==> src/rtl/step_codec_pkg.sv <==
package step_codec_pkg;
    localparam int DEF_ADDR_W = 8;
    localparam int DEF_STRIDE = 4;
endpackage

==> src/rtl/step_encoder.sv <==
module step_encoder #(
    parameter int ADDR_W = step_codec_pkg::DEF_ADDR_W,
    parameter int STRIDE = step_codec_pkg::DEF_STRIDE
) (
    input  logic              clk,
    input  logic              rst_n,
    input  logic              in_valid,
    input  logic [ADDR_W-1:0] in_addr,
    output logic              out_valid,
    output logic              out_step,
    output logic [ADDR_W-1:0] out_addr
);
    localparam logic [ADDR_W-1:0] STEP = ADDR_W'(STRIDE);

    typedef struct packed {
        logic              primed;
        logic [ADDR_W-1:0] last;
        logic              valid;
        logic              step;
        logic [ADDR_W-1:0] lines;
    } enc_t;

    enc_t st_q, st_d;
    logic seq_hit;

    always_comb begin
        st_d       = st_q;
        seq_hit    = st_q.primed && (in_addr == st_q.last + STEP);
        st_d.valid = in_valid;
        if (in_valid) begin
            st_d.primed = 1'b1;
            st_d.last   = in_addr;
            st_d.step   = seq_hit;
            if (!seq_hit) begin
                st_d.lines = in_addr;
            end
        end
    end

    always_ff @(posedge clk) begin
        if (!rst_n) begin
            st_q <= '0;
        end else begin
            st_q <= st_d;
        end
    end

    assign out_valid = st_q.valid;
    assign out_step  = st_q.step;
    assign out_addr  = st_q.lines;

    assert_lines_frozen_R3: assert property (@(posedge clk) disable iff (!rst_n)
        (out_valid && out_step) |-> (out_addr == $past(out_addr)));

    assert_first_plain_R5: assert property (@(posedge clk) disable iff (!rst_n)
        (!st_q.primed && in_valid) |=> !out_step);

    assert_idle_hold_R7: assert property (@(posedge clk) disable iff (!rst_n)
        !in_valid |=> (!out_valid && $stable(out_addr)));
endmodule

==> src/rtl/step_decoder.sv <==
module step_decoder #(
    parameter int ADDR_W = step_codec_pkg::DEF_ADDR_W,
    parameter int STRIDE = step_codec_pkg::DEF_STRIDE
) (
    input  logic              clk,
    input  logic              rst_n,
    input  logic              in_valid,
    input  logic              in_step,
    input  logic [ADDR_W-1:0] in_addr,
    output logic              out_valid,
    output logic [ADDR_W-1:0] out_addr
);
    localparam logic [ADDR_W-1:0] STEP = ADDR_W'(STRIDE);

    typedef struct packed {
        logic              valid;
        logic [ADDR_W-1:0] addr;
    } dec_t;

    dec_t st_q, st_d;

    always_comb begin
        st_d       = st_q;
        st_d.valid = in_valid;
        if (in_valid) begin
            st_d.addr = in_step ? (st_q.addr + STEP) : in_addr;
        end
    end

    always_ff @(posedge clk) begin
        if (!rst_n) begin
            st_q <= '0;
        end else begin
            st_q <= st_d;
        end
    end

    assign out_valid = st_q.valid;
    assign out_addr  = st_q.addr;

    assert_rebuild_step_R4: assert property (@(posedge clk) disable iff (!rst_n)
        (in_valid && in_step) |=> (out_valid && out_addr == $past(out_addr) + STEP));

    assert_copy_plain_R2: assert property (@(posedge clk) disable iff (!rst_n)
        (in_valid && !in_step) |=> (out_valid && out_addr == $past(in_addr)));

    assert_idle_keep_R7: assert property (@(posedge clk) disable iff (!rst_n)
        !in_valid |=> (!out_valid && $stable(out_addr)));
endmodule

==> src/rtl/step_addr_codec.sv <==
module step_addr_codec #(
    parameter int ADDR_W = step_codec_pkg::DEF_ADDR_W,
    parameter int STRIDE = step_codec_pkg::DEF_STRIDE
) (
    input  logic              clk,
    input  logic              rst_n,
    input  logic              tx_valid,
    input  logic [ADDR_W-1:0] tx_addr,
    output logic              bus_valid,
    output logic              bus_step,
    output logic [ADDR_W-1:0] bus_addr,
    output logic              rx_valid,
    output logic [ADDR_W-1:0] rx_addr
);
    step_encoder #(.ADDR_W(ADDR_W), .STRIDE(STRIDE)) u_enc (
        .clk       (clk),
        .rst_n     (rst_n),
        .in_valid  (tx_valid),
        .in_addr   (tx_addr),
        .out_valid (bus_valid),
        .out_step  (bus_step),
        .out_addr  (bus_addr)
    );

    step_decoder #(.ADDR_W(ADDR_W), .STRIDE(STRIDE)) u_dec (
        .clk       (clk),
        .rst_n     (rst_n),
        .in_valid  (bus_valid),
        .in_step   (bus_step),
        .in_addr   (bus_addr),
        .out_valid (rx_valid),
        .out_addr  (rx_addr)
    );

    assert_round_trip_R1: assert property (@(posedge clk) disable iff (!rst_n)
        tx_valid |=> ##1 (rx_valid && rx_addr == $past(tx_addr, 2)));
endmodule

==> config.mk <==
export PLATFORM = sky130hd
export DESIGN_NAME = step_addr_codec
export DESIGN_NICKNAME = d
export VERILOG_FILES = /design/src/rtl/step_codec_pkg.sv /design/src/rtl/step_encoder.sv /design/src/rtl/step_decoder.sv /design/src/rtl/step_addr_codec.sv
export SDC_FILE = /design/constraint.sdc
export NUM_CORES = 1
export LEC_CHECK = 0
export ABC_AREA = 0
export BUFFER_PORTS_ARGS = -buffer_cell sky130_fd_sc_hd__buf_4
export CAP_MARGIN = 20
export CORE_MARGIN = 2
export CORE_UTILIZATION = 58
export CTS_CLUSTER_DIAMETER = 120
export DETAILED_ROUTE_END_ITERATION = 10
export GPL_TIMING_DRIVEN = 0
export PLACE_DENSITY = 0.83
export SETUP_SLACK_MARGIN = 0.2
export SYNTH_ARGS = -nofsm -noshare
export SYNTH_HDL_FRONTEND = slang
export SYNTH_SLANG_ARGS = --single-unit
==> constraint.sdc <==
create_clock -name clk -period 5.7 [get_ports clk]
set_input_delay 0.855 -clock clk [delete_from_list [all_inputs] [get_ports clk]]
set_output_delay 0.855 -clock clk [all_outputs]
set_load 0.005 [all_outputs]
==> results of run 1 <==
==> where the power goes <==
part	internal, mW	switching (mW)
sequential	0.207	0.0108
combinational	0.0427	0.0342
clock	0.0391	0.0608
total	0.289	0.106
==> state kept, by name, indices dropped and copies added (netlist names) <==
signal           count
u_enc.st_q           9
u_dec.out_addr       8
u_enc.out_addr       8
u_dec.out_valid      1
u_enc.out_step       1
u_enc.out_valid      1
==> routing by layer <==
layer | GRT usage [%] | up-vias
met2 | 42.7 | 27
li1 | - | 600
met1 | 29.5 | 565
met4 | 5.69 | 0
met3 | 4.30 | 4
met5 | 0 | -
==> stage by stage <==
step	power (mW)	setup WS, ps	hold WS (ps)	utilization (%)	cells
after CTS	0.396	3560	505	72.3	220
after detailed placement	0.299	3220	485	70.8	216
after global placement	0.296	3300	469	70.8	216
after floorplan	0.270	3610	447	-	158
final	0.395	3570	501	72.3	220
after global routing	0.413	3460	529	72.3	220
==> logic make-up (layout without fill, tap and decap cells) <==
family	count (synthesis)	in the layout
AO/OA/AOI/OAI	21	21
multiplexers	22	22
AND/OR/NAND/NOR	58	58
adder cells (fa/ha/maj)	2	2
XOR/XNOR	8	8
buffers and inverters	19	51
flip-flops	28	28
==> layout make-up <==
class | count | area [um^2] | share of cell area [%]
Multi-Input combinational cell | 111 | 826 | 46.1
Clock buffer | 4 | 36.3 | 2.03
Tap cell | 30 | 37.5 | 2.10
Inverter | 4 | 15.0 | 0.839
Buffer | 15 | 105 | 5.87
Timing Repair Buffer | 28 | 210 | 11.7
Sequential cell | 28 | 561 | 31.3
==> worst paths after layout <==
check / end / slack (ps) / depth (start not counted)
setup reg to reg: u_enc.out_addr[0] / 3570 / 6
hold / removal: u_enc.out_addr[1] / 500 / 2
setup / recovery: u_enc.out_addr[0] / 3570 / 6
hold reg to reg: u_enc.out_addr[1] / 500 / 2
==> critical path, cell delays in order (launching register included) <==
cell and delay, ps:
sky130_fd_sc_hd__dfxtp_1 460, sky130_fd_sc_hd__ha_1 280, sky130_fd_sc_hd__xor2_1 160, sky130_fd_sc_hd__nor3_2 220, sky130_fd_sc_hd__nand3_4 120, sky130_fd_sc_hd__a211oi_4 570
sky130_fd_sc_hd__mux2i_1 270
==> cell usage after synthesis (2+ instances only) <==
cell	n	area share [%]
sky130_fd_sc_hd__nor2b_1	15	6.2
sky130_fd_sc_hd__nand3_1	2	0.66
sky130_fd_sc_hd__nor2_1	6	1.5
sky130_fd_sc_hd__clkbuf_1	3	0.75
sky130_fd_sc_hd__o21ai_0	2	0.66
sky130_fd_sc_hd__xnor2_1	5	2.9
sky130_fd_sc_hd__mux2i_1	22	15
sky130_fd_sc_hd__a31o_1	2	1.2
sky130_fd_sc_hd__and2_1	3	1.2
sky130_fd_sc_hd__xor2_1	3	1.7
sky130_fd_sc_hd__nand2_1	21	5.2
sky130_fd_sc_hd__nand2b_1	2	0.83
sky130_fd_sc_hd__a221oi_1	3	1.7
sky130_fd_sc_hd__buf_4	8	4.0
sky130_fd_sc_hd__a211oi_2	2	1.7
sky130_fd_sc_hd__ha_1	2	1.7
sky130_fd_sc_hd__dfxtp_1	28	37
sky130_fd_sc_hd__a21oi_1	2	0.66
sky130_fd_sc_hd__inv_1	3	0.75
==> metrics list, run 1 <==
- Setup repair after global routing left no endpoint under its margin.
* DR WL met2: approximately 1.5 mm
- Detailed-router iteration count before antenna repair: 4
* Total of max-cap violations: 0
- The mapped netlist covers 1510 um^2.
* Total number of yosys warnings: 0
- For this run, the total global-route usage over all layers was measured as a little under a quarter.
- Share of synthesized area occupied by flip-flops and latches: 37.2%
- Largest family of logic cells by synthesized area: simple AND/OR/NAND/NOR gates
- In the final routed layout, each cell accounts on average for about 14 um.
* Upper clock frequency limit: ~470 MHz
- The worst setup path is captured at a flop.
- Post-route design area: between 1500 and 2000 um^2
- The flow ran to the end, and the final reports show no timing, DRC or antenna violations.
- Antenna cells: 0
- TritonCTS Sinks: 28
* Via count: roughly 1200
- Summing the areas of all and, or, nand and nor instances in the mapped netlist gives 21.7% of the synthesized area.
- In this run the most critical hold path is launched from u_enc.out_addr[1].
- Share of the synthesized area in compound gates (AO/OA/AOI/OAI): between 10 and 15%
- Post-route setup TNS: 0 ps
* DIE HEIGHT: between 50 and 60 um
- The cell count after synthesis came out at 158.
- Launching element of the worst setup path: u_enc.st_q[12]
* Share of the synthesized netlist area taken by xor and xnor gates: ~4.7%
- In the finished design, the share of the clock period the worst path needs comes to roughly 37%.
- Critical Path Source Type: flop
- The worst pin sits at a relative slew slack of about three fifths.
- Crit path time final: between 2000 and 2500 ps
* Detail Route Antenna Nets: 0
- Of the cells placed in the final design, the portion with a size suffix greater than 1 is ~28%.
- The clock passes through at most 2 buffers.
- Per-instance average area after synthesis: roughly 9.5 um^2
- At the pin with the least slew margin, the transition time is between 500 and 600 ps.
- Post-route DRC violation count: 0
- In this run the count of I/O pins placed on the die edge is 30.
- Number of hold violations in the final report: 0
- After filler insertion, the fill cell instance count of the layout stands at 193.
* Total Wirelength: ~3 mm
* Most frequent cells in the layout: sky130_fd_sc_hd__buf_4 (36), sky130_fd_sc_hd__dfxtp_1 (28), sky130_fd_sc_hd__mux2i_1 (22)
* Placement Rows: 18
* Number of synthesized register bits: 28
- The final layout contains between 200 and 250 nets.
- Number of global-route vias before repair: ~1200
* Area added between synthesis and finish: 18.9%
- Met3 routed WL: 122 um
* Top routing layer in use: met4
- Slew Limit Fails: 0
- After synthesis, the share of cell area in mux cells is around 15%.
* CTS tree: yes
- CTS hold repair buffers: 0
- H-tree lvl count: 1
- Yosys cell types: 43
* Largest net degree at the start of global routing: 16
- In this run, CTS created clock tree buffers numbering 3.
* Finish-stage setup viols: 0
- Data required time of the worst path: about 6000 ps
- The count of buffers added on input and output ports is 28.
- Post-detailed-route via-to-cell ratio: roughly 5.4
- Origin of the critical flop-to-flop path: u_enc.st_q[12]
* Placeable core region: 2480 um^2
- Die width: around 55 um
- Cell area power density: between 200 and 250 nW/um^2
- After Yosys synthesis, full adders, half adders and majority gates account for between 1.5 and 2% of the synthesized area.
- Critical path start-end classification: flop to flop
* Critical path arrival: 2400 ps
- Hold Path Class: flop to flop
* Number of enable-type register cells in the synthesized netlist: 0
- Count of cells resized by post-cts repair: 0
* Clock network latency to the later pin of the worst-skew pair: approximately 340 ps
- Worst-case clock skew: 10.6 ps
* Max rail drop VDD: roughly 150 uV
* Static leakage power: about 0.76 nW
- Post-Place Cell Area: about 1800 um^2
* Worst-path fanout max: 8
- Clock-pin slew of the registers on the worst-case setup and hold paths: 160 ps
- Overflow left after global routing: 0
- The first global-routing pass estimated 5.13 mm of wire.
- Net Count, Synth: around 170
* Most common cell after layout, fill and taps aside: sky130_fd_sc_hd__buf_4
* Number of DRC markers after the initial detailed-route iteration: 18
- Antenna violations before repair: 0
- Starting density of the core: between 60% and 70%
- Clock tree root driver cell: sky130_fd_sc_hd__clkbuf_4
- At the end of routability-driven placement, the weighted congestion stood at about 0.81.
* Most used DFF post-synth: sky130_fd_sc_hd__dfxtp_1
- Detail Placement HPWL: 2.33 mm
* Die area: about 3000 um^2
- Buffers inserted by post-CTS timing repair: 0
- Of all flip-flops after synthesis, the portion carrying an async set or reset was 0%.
- Wire length the detailed router placed on met1: approximately 1.4 mm
Power figures use the tool's default switching activity.
==> inputs of run 2 (changes only) <==
ABC_AREA = 1   (was 0)
CORE_UTILIZATION = 49   (was 58)
PLACE_DENSITY = 0.75   (was 0.83)
clock period = 1.9 ns   (was 5.7 ns; I/O delays follow)
==> run 2 against run 1 <==
Clock power increased to 3.0 times the previous value. First-iteration DRC count rose to 3.1 times the previous value. Sequential power increased to 3.0 times the previous value. Largest power group unchanged. Non-clock buffer count decreased by 2. Critical path type unchanged. Sequential cell count unchanged. Clock skew fell by 6.1 ps.
==> metrics list, run 2 <==
- The run finished with clean final reports.
- The count of antenna diodes in the layout was 0 (unchanged).
- The full die area is 3550 um^2 (+18%).
- The half-perimeter wire length after placement came to 2.25 mm (-3.4%).
* Clock network latency to the later pin of the worst-skew pair: 330 ps (about the same)
- The library cell used most frequently in the layout, excluding fill and tap cells, is sky130_fd_sc_hd__nand2_1.
- TritonCTS Sinks: 28 (unchanged)
* Largest net degree at the start of global routing: 16 (unchanged)
- Synthesized instance count: 217 (+37%)
* Total number of yosys warnings: 0 (unchanged)
- Worst-case clock buffer depth: 2 (unchanged)
- The filler cell count in the final layout is 291 (+51%).
- Share of post-route cells with drive strength above 1: 32.3% (+4.4 points)
* Worst path most repeated cell: sky130_fd_sc_hd__nor2_4
- Cell family with the largest share of critical-path delay: simple AND/OR/NAND/NOR gates
- RSZ-0062 raised after global routing: no
- Number of enable-type register cells in the synthesized netlist: 0 (unchanged)
- The count of standard-cell rows was 20 (+2).
- Critical path's slowest cell: sky130_fd_sc_hd__dfxtp_4
- The number of nets at the end of the flow was 265 (+30%).
- Element type at the critical path end: flop
* I/O Pins: 30 (unchanged)
- Minimum setup slack among reg-to-reg paths: 280 ps (-3290 ps)
- Clock-pin slew of the registers on the worst-case setup and hold paths: 150 ps (about the same)
- The commonest cells after synthesis are sky130_fd_sc_hd__nand2_1 (52), sky130_fd_sc_hd__dfxtp_1 (28), sky130_fd_sc_hd__inv_1 (27).
* Power Total: 1.21 mW (+210%)
* Hold Path Class: input port to flop
- Most frequent cells in the layout: sky130_fd_sc_hd__nand2_1 (50), sky130_fd_sc_hd__buf_4 (36), sky130_fd_sc_hd__dfxtp_1 (26)
- Cell-by-cell trace of the critical path: ha_4, inv_2, nand2_2, nand3_2, nor2_4, nand3_4, nor2_4, nor2_4, nor2_4, nor2_2
- Total Wirelength: 3.18 mm (+4.3%)
- Endpoint of the worst setup timing path: u_enc.out_addr[2]
- The worst-path maximum fanout was 5 (-3).
- The total cell area at the placement stage is 1760 um^2 (+0.21%).
- Post-detailed-route via-to-cell ratio: 4.98 (-8.4%)
- The number of gates on the worst path with buffers counted is 10 (+4).
- The height of the chip was 59.6 um (+8.4%).
- In this run the critical register-to-register path is launched from u_enc.st_q[13].
* End of the worst register-to-register path: u_enc.out_addr[2]
- Post-route design area: 1880 um^2 (+5.0%)
- GRT Util Overall: 18.3% (-5.6 points)
- Starting density of the core: 50.4% (-10 points)
- The first-iteration detailed-routing DRC count is 56 (+38).
- Number of buffers inserted during clock tree synthesis: 3 (unchanged)
* Per-instance average area after synthesis: 6.98 um^2 (-27%)
- Yosys cell types: 25 (-42%)
- Most used DFF post-synth: sky130_fd_sc_hd__dfxtp_1
- Routability Congestion: 0.810 (+0.40%)
* Worst-case clock skew: 4.45 ps (-6.12 ps)
- Critical path arrival: 1870 ps (-530 ps)
- WP buf/inv: 1 (+1)
- The number of detailed-route iterations in the first pass is 4 (unchanged).
- Worst slack at placement: 323 ps (-2900 ps)
- Cell Area, Synth: 1510 um^2 (+0.50%)
* Leading cell types by total area after synthesis: sky130_fd_sc_hd__dfxtp_1 (37%), sky130_fd_sc_hd__nand2_1 (13%), sky130_fd_sc_hd__inv_1 (6.7%)
- The post-route clock period utilization was 85.0% (+48 points).
- The number of hold buffers added after cts was 0 (unchanged).
- The worst hold slack was 206 ps (-294 ps).
* Instance count along the most critical hold path: 3 (+1)
- Tracing the worst setup path back leads to its startpoint at u_enc.st_q[13].
* Share of the synthesized area in the top cell type: 37.0% (-0.18 points)
* Cell area power density: 641 nW/um^2 (+190%)
- Slew Limit Fails: 0 (unchanged)
- Number of global-route vias before repair: 1168 (+1.4%)
* Global-route wire length before repair: 5.04 mm (-1.9%)
- Via count: 1415 (+18%)
- Crit path time final: 1620 ps (-513 ps)
* Top register by number of flip-flops: u_enc.st_q
- Net Count, Synth: 230 (+35%)
* Async SR Flop Fraction: 0% (unchanged)
- The detail-routed net length per standard cell was 11.2 um (-19%).
- The number of antenna violations at the first check in global routing was 0 (unchanged).
* Flip-flop count of the largest register after layout: 9 (unchanged)
- Share of synthesized area occupied by flip-flops and latches: 37.0% (-0.18 points)
- Area added between synthesis and finish: 24.2%
- Filler-free cell count of the finished design: 284 (+29%)
- Relative slew slack: 66.6% (+5.6 points)
- Transition time of the tightest slew-check pin: 501 ps (-82.1 ps)
- I/O Buffers: 27 (-3.6%)
- Max rail drop VDD: 586 uV (+290%)
- The x dimension of the die came to 59.6 um (+8.4%).
- The remaining antenna violation count came to 0 (unchanged).
* H-tree lvl count: 1 (unchanged)
- The maximum frequency from static timing analysis is 619 MHz (+32%).
* Total of max-cap violations: 0 (unchanged)
- Number of placed instances, taps included: 277 (+28%)
- Static leakage power: 0.900 nW (+18%)
- Number of synthesized register bits: 28 (unchanged)
* Post-route DRC violation count: 0 (unchanged)
- Most common cell in the netlist: sky130_fd_sc_hd__nand2_1
- Clock tree root driver cell: sky130_fd_sc_hd__clkbuf_4
- Final worst-path setup slack: 285 ps (-3290 ps)
- Critical path start-end classification: flop to flop
- CTS tree: yes
* Finish-stage setup viols: 0 (unchanged)
- Overflow left after global routing: 0 (unchanged)
* Placeable core region: 3000 um^2 (+21%)
- Maximum cell stage delay along the critical path: 390 ps (-180 ps)
- Critical Path Source Type: flop
- Number of hold violations in the final report: 0 (unchanged)
* Worst reg-to-reg path cell count: 10 (+4)
- The final core area utilization is 62.6% (-9.6 points).
* Post-route setup TNS: 0 ps (unchanged)
- Cell type with the largest total area after synthesis: sky130_fd_sc_hd__dfxtp_1
- Data required time of the worst path: 2150 ps (-3820 ps)
-- run 2: changes by cell type after synthesis, sizes merged, moves of 4 or more --
| cell | delta |
|---|---|
| nand3 | +6 |
| inv | +25 |
| o21ai | +17 |
| nand2 | +35 |
| a21oi | +4 |
| nor2b | -15 |
| nor2 | +33 |
| xnor2 | -4 |
| mux2i | -22 |
-- run 2: cell families after synthesis --
family                     after synthesis  synth area share [%]
AOI/OAI and AO/OA                       32                  11.6
adders and majority gates                2                  1.65
buffers and inverters                   42                  12.6
and+or+nand+nor                        111                  36.0
xor gates and xnor gates                 2                  1.16
DFF                                     28                  37.0
-- run 2: repair_timing --
item / in CTS / in global routing
setup endpoints to repair: 0 / 9
resized for setup: 0 / 17
buffers inserted: 0 / 1
-- run 2: layout make-up --
type	count	area [um^2]	share of cell area [%]
buffer	13	81.3	4.32
clock buffer	4	36.3	1.93
inverter	29	109	5.79
multi-input combinational	149	837	44.5
sequential	28	566	30.1
tap	33	41.3	2.20
timing repair buffer	28	210	11.2
-- run 2: how the worst min path moves through the flow --
stage                        start             end
floorplan           u_enc.st_q[18]  u_enc.st_q[18]
global placement    u_enc.st_q[18]  u_enc.st_q[18]
detailed placement  u_enc.st_q[18]  u_enc.st_q[18]
CTS                     tx_addr[7]  u_enc.st_q[17]
global route            tx_addr[7]  u_enc.st_q[17]
finish                  tx_addr[7]  u_enc.st_q[17]
-- run 2: tightest hold or removal path, delay by kind of cell --
family	cells	cell delay [ps]
buffers and inverters	2	180
AO/OA/AOI/OAI	1	60
-- run 2: report_power, final --
group	switching, mW	internal [mW]
combinational	0.130	0.116
sequential	0.0393	0.624
clock	0.179	0.118
total	0.348	0.858
-- run 2: routing by layer --
metal  share of wire [%]  GRT usage (%)  up-vias  routed length (um)
met5                   0              0        -                   0
met4                0.98           4.76        0                  31
met3                 3.0           3.93        6                  94
met2                  48           31.1       24                1520
met1                  48           23.5      633                1540
li1                    -              -      752                   -
